### config.mk
export PLATFORM = sky130hd
export DESIGN_NAME = ddr_cmd_seq
export DESIGN_NICKNAME = d
export VERILOG_FILES = /design/src/rtl/ddr_cmd_seq.sv
export SDC_FILE = /design/constraint.sdc
export NUM_CORES = 1
export LEC_CHECK = 0
export ABC_CLOCK_PERIOD_IN_PS = 5400
export BUFFER_PORTS_ARGS = -buffer_cell sky130_fd_sc_hd__buf_4
export CORE_MARGIN = 2
export CORE_UTILIZATION = 41
export CTS_CLUSTER_DIAMETER = 120
export DETAILED_ROUTE_END_ITERATION = 8
export GPL_TIMING_DRIVEN = 0
export PLACE_DENSITY_LB_ADDON = 0.1
export SLEW_MARGIN = 20
export SYNTH_ARGS = -nofsm -noshare
export SYNTH_HDL_FRONTEND = slang
export SYNTH_SLANG_ARGS = --single-unit
### constraint.sdc
create_clock -name clk -period 5.4 [get_ports clk]
set_input_delay 0.27 -clock clk [delete_from_list [all_inputs] [get_ports clk]]
set_output_delay 0.27 -clock clk [all_outputs]
set_load 0.1 [all_outputs]
### src/rtl/ddr_cmd_seq.sv
module ddr_cmd_seq #(
  parameter int T_RP      = 3,
  parameter int T_RCD     = 3,
  parameter int T_RFC     = 10,
  parameter int BURST_LEN = 4,
  parameter int CLK_PS    = 8000,
  parameter int REFI      = 7800000 / CLK_PS
) (
  input  logic        clk,
  input  logic        rst_n,
  input  logic        req_valid,
  input  logic        req_write,
  input  logic [1:0]  req_bank,
  input  logic [12:0] req_row,
  input  logic [10:0] req_col,
  input  logic        req_autopre,
  output logic        req_ready,
  output logic        cs_n,
  output logic        ras_n,
  output logic        cas_n,
  output logic        we_n,
  output logic [1:0]  ba,
  output logic [12:0] addr
);
  localparam int BC = BURST_LEN / 2;
  localparam int CW = $clog2(T_RFC + T_RP + T_RCD + BC + 2);
  localparam int RW = $clog2(REFI + 1);

  typedef enum logic [2:0] {S_IDLE, S_PRE, S_ACT, S_COL, S_PREALL, S_REF, S_WAIT} st_t;

  st_t st, nxt, wnext;
  int wlen;
  logic [CW-1:0] cnt;
  logic [RW-1:0] rcnt;
  logic ref_flag;
  logic [3:0] open;
  logic [12:0] open_row [4];
  logic q_wr, q_ap;
  logic [1:0] q_bank;
  logic [12:0] q_row;
  logic [10:0] q_col;

  assign req_ready = (st == S_IDLE) && !ref_flag;

  always_comb begin
    {cs_n, ras_n, cas_n, we_n} = 4'b1111;
    ba = q_bank;
    addr = '0;
    case (st)
      S_PRE:    {cs_n, ras_n, cas_n, we_n} = 4'b0010;
      S_PREALL: begin {cs_n, ras_n, cas_n, we_n} = 4'b0010; addr[10] = 1'b1; ba = '0; end
      S_ACT:    begin {cs_n, ras_n, cas_n, we_n} = 4'b0011; addr = q_row; end
      S_COL:    begin
        {cs_n, ras_n, cas_n, we_n} = q_wr ? 4'b0100 : 4'b0101;
        addr = {1'b0, q_col[10], q_ap, q_col[9:0]};
      end
      S_REF:    begin {cs_n, ras_n, cas_n, we_n} = 4'b0001; ba = '0; end
      default:  ;
    endcase
  end

  always_comb begin
    wnext = S_IDLE;
    wlen = 1;
    case (st)
      S_PRE:    begin wnext = S_ACT; wlen = T_RP; end
      S_ACT:    begin wnext = S_COL; wlen = T_RCD; end
      S_COL:    begin wnext = S_IDLE; wlen = q_ap ? BC + T_RP : BC; end
      S_PREALL: begin wnext = S_REF; wlen = T_RP; end
      S_REF:    begin wnext = S_IDLE; wlen = T_RFC; end
      default:  ;
    endcase
  end

  always_ff @(posedge clk) begin
    if (!rst_n) begin
      rcnt <= RW'(REFI - 1);
      ref_flag <= 1'b0;
    end else begin
      if (st == S_REF) ref_flag <= 1'b0;
      if (rcnt == '0) begin
        rcnt <= RW'(REFI - 1);
        ref_flag <= 1'b1;
      end else rcnt <= rcnt - 1'b1;
    end
  end

  always_ff @(posedge clk) begin
    if (!rst_n) begin
      st <= S_IDLE;
      nxt <= S_IDLE;
      cnt <= '0;
      open <= '0;
      for (int i = 0; i < 4; i++) open_row[i] <= '0;
      q_wr <= 1'b0; q_ap <= 1'b0; q_bank <= '0; q_row <= '0; q_col <= '0;
    end else begin
      case (st)
        S_IDLE: begin
          if (ref_flag) st <= (|open) ? S_PREALL : S_REF;
          else if (req_valid) begin
            q_wr <= req_write; q_ap <= req_autopre; q_bank <= req_bank;
            q_row <= req_row; q_col <= req_col;
            if (!open[req_bank]) st <= S_ACT;
            else if (open_row[req_bank] == req_row) st <= S_COL;
            else st <= S_PRE;
          end
        end
        S_WAIT: begin
          if (cnt == '0) st <= nxt;
          else cnt <= cnt - 1'b1;
        end
        default: begin
          if (st == S_PRE) open[q_bank] <= 1'b0;
          if (st == S_PREALL) open <= '0;
          if (st == S_ACT) begin
            open[q_bank] <= 1'b1;
            open_row[q_bank] <= q_row;
          end
          if (st == S_COL && q_ap) open[q_bank] <= 1'b0;
          if (wlen > 1) begin
            st <= S_WAIT;
            nxt <= wnext;
            cnt <= CW'(wlen - 2);
          end else st <= wnext;
        end
      endcase
    end
  end

  logic is_cmd, is_act, is_col, is_pre, is_ref;
  assign is_cmd = !cs_n;
  assign is_act = is_cmd && !ras_n && cas_n && we_n;
  assign is_pre = is_cmd && !ras_n && cas_n && !we_n;
  assign is_col = is_cmd && ras_n && !cas_n;
  assign is_ref = is_cmd && !ras_n && !cas_n && we_n;

  int gap;
  logic [2:0] last;
  logic last_ap;
  always_ff @(posedge clk) begin
    if (!rst_n) begin
      gap <= 1000; last <= 3'd0; last_ap <= 1'b0;
    end else if (is_cmd) begin
      gap <= 1;
      last <= is_act ? 3'd1 : is_col ? 3'd2 : is_pre ? 3'd3 : is_ref ? 3'd4 : 3'd5;
      last_ap <= addr[10];
    end else if (gap < 1000) gap <= gap + 1;
  end

  p_idle_deselect_r1: assert property (@(posedge clk) disable iff (!rst_n)
    (st == S_IDLE || st == S_WAIT) |-> cs_n);
  p_rcd_gap_r2: assert property (@(posedge clk) disable iff (!rst_n)
    (is_col && last == 3'd1) |-> gap >= T_RCD);
  p_rp_gap_r4: assert property (@(posedge clk) disable iff (!rst_n)
    (is_act && last == 3'd3) |-> gap >= T_RP);
  p_burst_gap_r6: assert property (@(posedge clk) disable iff (!rst_n)
    (is_cmd && last == 3'd2) |-> gap >= (last_ap ? BC + T_RP : BC));
  p_ref_closed_r8: assert property (@(posedge clk) disable iff (!rst_n)
    is_ref |-> open == 4'b0000);
  p_act_closed_r2: assert property (@(posedge clk) disable iff (!rst_n)
    is_act |-> !open[ba]);
  p_rfc_gap_r9: assert property (@(posedge clk) disable iff (!rst_n)
    (is_cmd && last == 3'd4) |-> gap >= T_RFC);
endmodule

* Yosys cells after proc, flatten, opt, wreduce, memory -nomap -nowiden
Memory sizes are Yosys's and may differ from the RTL's.
Cells that the tools add are included.
** Storage, ports and cells
- Flip-flop bits (word level) :: 54
- Memories :: 1
- Memory bits (writable) :: 52
- Output and inout bits :: 20
- Bits of input ports :: 31
- Logic and storage cells :: 103
** Operators by class
- Bitwise logic cells :: 8
- Reduce and logical (&&, ||, !) cells :: 21
- Order comparisons :: 4
- Add/sub/neg operators :: 3
- Mux-type cells :: 45
- Equal/unequal tests :: 10
** Memory list
- open_row :: depth 4, bits a word 13, read ports 1, clocked after Yosys merged registers in 0, wr ports 4, RTL line 37 : logic [12:0] open_row [4];
** Operators by type and width (number)
- 32-bit by 2-bit > comparator with 1-bit output (second input constant) :: 1
- 4-bit two-way mux :: 8
- 10-bit case mux with 2 select lines :: 1
- 3-bit two-way mux :: 5
- 13-bit == test :: 1
- 13-bit two-way mux :: 1
- 13-bit OR reduction :: 1
- 1-bit two-way mux :: 12
- 4-bit case mux with 3 select lines :: 1
- 10-bit zero test :: 1
- 5-bit two-way mux :: 2
- 5-bit case mux with 2 select lines :: 1
- 10-bit by 1-bit subtractor with 10-bit output (second input constant) :: 1
- 3-bit == test (second input constant) :: 3
- 3-bit case mux with 3 select lines :: 1
- 4-bit bitwise AND :: 2
- 2-bit two-way mux :: 4
- 1-bit case mux with 2 select lines :: 4
- 2-bit OR reduction :: 4
- 4-bit OR reduction :: 2
- 3-bit by 2-bit == test with 1-bit output (second input constant) :: 2
- 2-bit by 3-bit < comparator with 1-bit output (second input constant) :: 2
- 3-bit case mux with 2 select lines :: 1
- 3-bit AND reduction :: 2
- 20 further kinds :: 28

* Longest topological paths before layout
Gate-level depths: netlist of the first run.
- Depth after elaboration :: 16
- Gate-level depth with buffers :: 9
- Depth with buffers taken out :: 8

* Worst setup path before layout of the first run
Ideal clock, no wire load.
- Path kind :: flip-flop to output port
- From :: register st[1]
- To :: output addr[10]
- Data required time :: 5.130 ns
- Path buffers :: 1
- Stages on the path, launching flop included :: 6
- Arrival time :: 3.168 ns
- Setup slack :: 1.962 ns
- Cell sequence :: dfxtp_1 clkbuf_1 inv_1 nor2_1 a21oi_1 o21ai_0
** On the way
- Word-level cells in the longest chain between the ends :: 2
- Elaborated cells between the ends (all ways) :: 4
- Those cells by class :: eq/ne: 3; mux: 1
** Ends and longest elaborated chain
- from (decl) :: RTL line 31 : st_t st, nxt, wnext;
- from (signal assigned) :: RTL line 99 : if (ref_flag) st <= (|open) ? S_PREALL : S_REF;
- from (signal assigned) :: RTL line 109 : if (cnt == '0) st <= nxt;
- from (signal assigned) :: RTL line 124 : end else st <= wnext;
- 3-bit by 2-bit == test with 1-bit output / 3-bit == test (equally long branches) :: RTL line 49 : case (st)
- 1-bit case mux with 3 select lines (*) :: RTL line 49
- to (decl) :: RTL line 23 : output logic [12:0] addr
Mark *: on every way between the ends. The rest lies on a longest branch, timed or not.

* Worst setup path in the final report of the first run
- From :: register st[0]
- To :: output addr[8]
** On the way
- Word-level cells in the longest chain between the ends :: 2
- Elaborated cells between the ends (all ways) :: 3
- Those cells by class :: eq/ne: 2; mux: 1
** Ends and longest elaborated chain (RTL line)
- 3-bit by 2-bit == test with 1-bit output :: 49
- 10-bit case mux with 2 select lines (*) :: 49
Marked as above.

==> results.ini, run 1 <==
[floorplan]
die_ar_um2=13300
initial_core_util=0.422
std_cell_rows=40
die_width_um=115
dieHeight_um=115
fp.coreArea_um2=12100
ios=51

[clocking]
clk-insertion-delay-late_ns=0.35
hold_buffers=0
clk_root_buffer_cell=sky130_fd_sc_hd__clkbuf_16
clock_path_buffers=2
cts.htree.levels=3
post_cts.resized_instances=0
cts_tree=yes
clock_sinks=106
post-cts-setup-buffers=0
number_of_cts_inserted_buffers=9
cts.clk_slew.worst_paths_ns=0.07

[final_layout]
layout.cells.non_filler=718
num_antenna_cells=0
final-seq-area_um2=2640
fillerInstances=1177
drive_gt1_frac=0.169
areaGrowthSynthToFinish_pct=17.2
multiInputGateArea_um2=2280
layout.cell_area.non_filler_um2=5970
design.final.nets=581

[route]
route.antenna.remaining_nets=0
wl_per_cell_um=18.5
post_drt_via_cell_ratio=5.27
drt-pass1-iter-count=4
via_count=3783
drt_iter0_drc=262
routed_wirelength_um=13300
detail_route.drc_violations=0

[power_and_ir_drop]
power.density_nw_per_um2=405
peakVddDrop_uv=269
power_frac_clock=0.270
seq_power_share=0.414
power.internal_uw=1510
switchingPower_uw=913
p_leak_uw=0.00240
netSwitchingFraction=0.377
comb_power_share=0.316

[logic_synthesis]
synthDominantAreaCellType=sky130_fd_sc_hd__edfxtp_1
syn-instance-count=485
synth_edf_count=52
synth_sequential_area_ratio=0.519
yosys_register_bits=106
post-synth-top-count-cell=sky130_fd_sc_hd__nand2_1
synthesis.nets=521
netlist.area_leader.share=0.307
ys.flop_type=sky130_fd_sc_hd__dfxtp_1
yosys_warnings=0
ys_top_cells_by_count=sky130_fd_sc_hd__nand2_1 (82), sky130_fd_sc_hd__and3_1 (55), sky130_fd_sc_hd__dfxtp_1 (54)
ranking_of_synthesized_cells_by_area=sky130_fd_sc_hd__edfxtp_1 (31%), sky130_fd_sc_hd__dfxtp_1 (21%), sky130_fd_sc_hd__and3_1 (6.8%)
synthArstFlopShare=0
synth.avg_cell_area_um2=10.5
ys_types=53
cell_area_after_synthesis_um2=5090

[global_routing]
overflow=0
gr-usage-all-layers=0.215
first_global_vias=3683
grt_start_max_net_pins=19
grt_antenna_before_repair=2
grt_first_pass_wirelength_um=21000

[timing]
tightest_slew_ns=0.837
hold_violations=0
report.final.slew_viol_count=0
achievable-frequency_mhz=363
final.setup_skew_ns=0.00540
post-route-period-util=0.511
relSlewSlack=0.442
setup_viol=0
final.min_clock_period_ns=2.76
grt_setup_unrepaired=no
setup_total_negative_slack_ns=0

[place]
gpl.final_weighted_congestion=0.830
io_buffers=49
dpl.hpwl_um=9240
postPlaceCellArea_um2=5670
dp_cells=702

[critical_path]
crit_type=reg -> out
cp-start-kind=flip-flop
cp_data_required_time_ns=5.13
critPathMaxFanout=10
critical_path_arrival_ns=2.49
critPathCaptureType=output port

[worst_hold_path]
hold_class=in -> reg

[job]
maxCapViolCount=0

[outcome]
run_status=finished clean

## cells by family after synthesis
kind of cell,share of synthesized area
AND/OR/NAND/NOR,0.204
flip-flops,0.519
AO/OA/AOI/OAI,0.107
buffers and inverters,0.0329
multiplexers,0.0853
XOR/XNOR,0.0396
adder cells (fa/ha/maj),0.0123
## flip-flops by register name (all words and copies together) (netlist names)
name      cells
ref_flag      1
q_row        13
q_ap          1
q_bank        2
open_row     52
open          4
rcnt         10
q_col        11
st            3
nxt           3
q_wr          1
cnt           5
## worst paths after layout
path                                         start                            to  slack [ns]  cells after the start
worst max-delay path            st[0]$_SDFFE_PN0P_                       addr[8]        2.64                      5
worst min-delay path                    req_col[6]         q_col[6]$_SDFFE_PN0P_        0.16                      3
worst max register to register  st[2]$_SDFFE_PN0P_  open_row[0][9]$_SDFFCE_PN0P_        2.93                      7
worst min register to register  rcnt[0]$_SDFF_PP0_            rcnt[0]$_SDFF_PP0_        0.45                      1
## critical path, stage by stage, from the launching register on
cell and delay, ns:
sky130_fd_sc_hd__dfxtp_1 0.46, sky130_fd_sc_hd__clkbuf_1 0.35, sky130_fd_sc_hd__buf_1 0.66, sky130_fd_sc_hd__mux2i_1 0.19
sky130_fd_sc_hd__nor2_1 0.15, sky130_fd_sc_hd__buf_4 0.31
## per-stage QoR
step | hold slack, ns | setup WS [ns] | total power, µW | util
finish | 0.155 | 2.64 | 2420 | 0.495
global route | 0.149 | 2.52 | 2550 | 0.495
CTS | 0.143 | 2.63 | 2440 | 0.495
detailed placement | 0.445 | 2.96 | 1780 | 0.470
global placement | 0.440 | 2.97 | 1770 | 0.470
floorplan | 0.405 | 1.96 | 1560 | -
## cell type report
| type | count | share of cell area |
|---|---|---|
| clock buffers | 10 | 0.0419 |
| multi-input cells | 341 | 0.382 |
| well taps | 168 | 0.0352 |
| clock inverters | 6 | 0.00818 |
| repair buffers | 49 | 0.0616 |
| plain buffers | 31 | 0.0237 |
| inverters | 7 | 0.00440 |
| flip-flops and latches | 106 | 0.443 |
## power groups by stage
stage / registers, µW / clock network (µW) / logic [µW]
final: 1000 / 654 / 764
after global routing: 1010 / 704 / 827
after CTS: 1000 / 672 / 765
after detailed placement: 1020 / 0 / 763
after global placement: 1020 / 0 / 758
after floorplan: 992 / 0 / 566
## cell usage in the layout, fill, tap and decap left out, drive strengths merged, types with 7 or more instances in the layout
| master | n |
|---|---|
| and2 | 7 |
| nand2 | 82 |
| mux2i | 16 |
| xnor2 | 15 |
| and3 | 55 |
| o21ai | 12 |
| edfxtp | 52 |
| a21boi | 35 |
| nor3 | 7 |
| nor2 | 30 |
| inv | 8 |
| nand3 | 7 |
| clkbuf | 32 |
| mux4 | 12 |
| buf | 58 |
| dfxtp | 54 |
| a21oi | 7 |
| xor2 | 8 |
## layer usage
| metal | up-vias | global-route usage | share of wire |
|---|---|---|---|
| li1 | 1860 | - | - |
| met1 | 1814 | 0.299 | 0.44 |
| met2 | 99 | 0.343 | 0.48 |
| met3 | 10 | 0.0507 | 0.064 |
| met4 | 0 | 0.0530 | 0.011 |
| met5 | - | 0 | 0 |
Power figures use the tool's default switching activity.
==> run 2, diff against run 1 <==
--- a/config.mk
+++ b/config.mk
@@ -5,7 +5,8 @@
 export SDC_FILE = /design/constraint.sdc
 export NUM_CORES = 1
 export LEC_CHECK = 0
-export ABC_CLOCK_PERIOD_IN_PS = 5400
+export ABC_AREA = 1
+export ABC_CLOCK_PERIOD_IN_PS = 2800
 export BUFFER_PORTS_ARGS = -buffer_cell sky130_fd_sc_hd__buf_4
 export CORE_MARGIN = 2
 export CORE_UTILIZATION = 41
==> constraint.sdc (replaced) <==
create_clock -name clk -period 2.8 [get_ports clk]
set_input_delay 0.14 -clock clk [delete_from_list [all_inputs] [get_ports clk]]
set_output_delay 0.14 -clock clk [all_outputs]
set_load 0.1 [all_outputs]
==> run 2 against run 1 <==
Compared with the run above: final area fell by 3.4%; die area fell by 3.2%; sequential share of layout area rose by 1.5 points; highest routed layer unchanged; worst hold slack got worse by 0.13 ns; synthesized cell count rose by 25%; critical path type is now reg -> reg; largest power group unchanged; flip-flop and latch count did not move; final cell count rose by 14%; area after synthesis fell by 3.3%.
==> results.ini, run 2 <==
[route]
post_drt_via_cell_ratio=5.07
routed_wirelength_um=13500
drt_iter0_drc=239
via_count=4143
route.antenna.remaining_nets=0
detail_route.drc_violations=0
drt-pass1-iter-count=5
wl_per_cell_um=16.5

[logic_synthesis]
ys_top_cells_by_count=sky130_fd_sc_hd__nand2_1 (148), sky130_fd_sc_hd__nor2_1 (110), sky130_fd_sc_hd__dfxtp_1 (54)
synth_compound_gate_area_share=0.101
post-synth-top-count-cell=sky130_fd_sc_hd__nand2_1
synth_mux_area_frac=0
synthDominantAreaCellType=sky130_fd_sc_hd__edfxtp_1
synth_sequential_area_ratio=0.537
cell_area_after_synthesis_um2=4920
yosys.area_share.simple=0.268
synthesis.nets=641
yosys_register_bits=106
ranking_of_synthesized_cells_by_area=sky130_fd_sc_hd__edfxtp_1 (32%), sky130_fd_sc_hd__dfxtp_1 (22%), sky130_fd_sc_hd__nand2_1 (11%)
ys_types=35
synthAdderAreaFrac=0.0127
synth-xor-area-share=0.0160
yosys_warnings=0
synth.avg_cell_area_um2=8.13
main_combinational_cell_family_by_area_after_synthesis=simple AND/OR/NAND/NOR gates
synthArstFlopShare=0
ys.flop_type=sky130_fd_sc_hd__dfxtp_1
netlist.area_leader.share=0.317
synth_edf_count=52
syn-instance-count=605

[critical_path]
critical_path.cell_chain=inv_1 > nand2_1 > nor2_1 > inv_2 > nor2_1 > nand2_1 > buf_2 > nand2_1
critical_path_arrival_ns=2.51
cp_data_required_time_ns=2.80
critPathMaxFanout=13
critPathCaptureType=flip-flop
critPathBufInv=3
timing.critical_path.mode_cell=sky130_fd_sc_hd__nand2_1
r2r_start=st[0]$_SDFFE_PN0P_
cpLargestDelayFamily=simple AND/OR/NAND/NOR gates
crit_type=reg -> reg
cp-start-kind=flip-flop
critical_path.max_stage_delay_ns=0.57
critical_path.slowest_cell=sky130_fd_sc_hd__nand2_1
setup.worst_path.start=st[0]$_SDFFE_PN0P_

[clocking]
clock_path_buffers=2
post-cts-setup-buffers=0
clk_root_buffer_cell=sky130_fd_sc_hd__clkbuf_16
cts.htree.levels=3
number_of_cts_inserted_buffers=9
clk-insertion-delay-late_ns=0.36
cts.clk_slew.worst_paths_ns=0.08
hold_buffers=0
post_cts.resized_instances=0
cts_tree=yes
clock_sinks=106

[power_and_ir_drop]
peakVddDrop_uv=748
p_leak_uw=0.00236
power.density_nw_per_um2=903

[global_routing]
grt_start_max_net_pins=20
gr-usage-all-layers=0.219
overflow=0
first_global_vias=4030
grt_antenna_before_repair=0
grt_first_pass_wirelength_um=21200

[final_layout]
layout.cell_area.non_filler_um2=5770
design.final.nets=701
largest-register=open_row
fillerInstances=1192
layout.cells.most_common=sky130_fd_sc_hd__nand2_1
areaGrowthSynthToFinish_pct=17.2
layout.cells.most_common_list=sky130_fd_sc_hd__nand2_1 (148), sky130_fd_sc_hd__nor2_1 (110), sky130_fd_sc_hd__dfxtp_1 (54)
largest_register_ffs=52
drive_gt1_frac=0.136
layout_top_registers=open_row x52, q_row x13, q_col x11
num_antenna_cells=0

[worst_hold_path]
hold_path_startpoint=req_col[4]
hold_class=in -> reg

[timing]
setup_slack_ns=0.283
report.final.slew_viol_count=0
post-route-period-util=0.899
relSlewSlack=0.500
achievable-frequency_mhz=397
setup_viol=0
tightest_slew_ns=0.748
final.min_clock_period_ns=2.52
grt_setup_unrepaired=no
final.setup_skew_ns=0.00541
hold_violations=0

[place]
place_worst_setup_slack_ns=0.276
gpl.final_weighted_congestion=0.830
dpl.hpwl_um=9390
io_buffers=49
postPlaceCellArea_um2=5480

[floorplan]
dieHeight_um=114
die_ar_um2=12900
die_width_um=114
ios=51
fp.coreArea_um2=11900
std_cell_rows=40
initial_core_util=0.415

[outcome]
run_status=finished clean

[job]
maxCapViolCount=0

[run 2: cells by family (layout without fill, tap and decap cells)]
kind of cell	Yosys count	count (layout)
AOI/OAI and AO/OA	92	92
xor gates and xnor gates	9	9
adders and majority gates	5	5
buffers and inverters	74	139
DFF	106	106
and+or+nand+nor	319	319
[run 2: through the flow]
stage	instances	hold WS (ns)	setup TNS [ns]	util	power (µW)
floorplan	605	0.307	-2.44	-	3470
global placement	801	0.393	0	0.462	3960
detailed placement	801	0.404	0	0.462	3990
CTS	817	0.0278	0	0.486	5230
global route	817	0.0502	0	0.486	5470
finish	817	0.0289	0	0.486	5210
[run 2: layer usage]
metal	up-vias	share of wire	track usage
li1	2101	-	-
met1	1930	0.45	0.284
met2	95	0.49	0.374
met3	17	0.041	0.0276
met4	0	0.018	0.0846
met5	-	0	0
[run 2: area by class of cell]
class                           count  area (µm²)  share of cell area
Clock buffer                        9         225              0.0390
Sequential cell                   106        2640               0.458
Buffer                             23         129              0.0223
Timing Repair Buffer               49         368              0.0638
Clock inverter                      7        60.1              0.0104
Inverter                           51         191              0.0332
Multi-Input combinational cell    425        1970               0.341
Tap cell                          147         184              0.0319
[run 2: worst paths after layout]
kind / endpoint / slack, ns / cells after the start
hold / removal: q_col[4]$_SDFFE_PN0P_ / 0.03 / 3
setup / recovery: open_row[2][0]$_SDFFCE_PN0P_ / 0.28 / 8
hold reg to reg: rcnt[0]$_SDFF_PP0_ / 0.42 / 1
setup reg to reg: open_row[2][0]$_SDFFCE_PN0P_ / 0.28 / 8
[run 2: where the power goes]
part	switching, µW	leakage (µW)	internal, µW
Clock	638	0.000139	621
Sequential	115	0.000983	1880
Combinational	1490	0.00124	460
Total	2250	0.00236	2960
[run 2: worst min-delay path: cells and delay by family]
kind,cells,cell delay [ns]
simple gates,1,0.08
buf+inv,1,0.07
compound gates,1,0.07
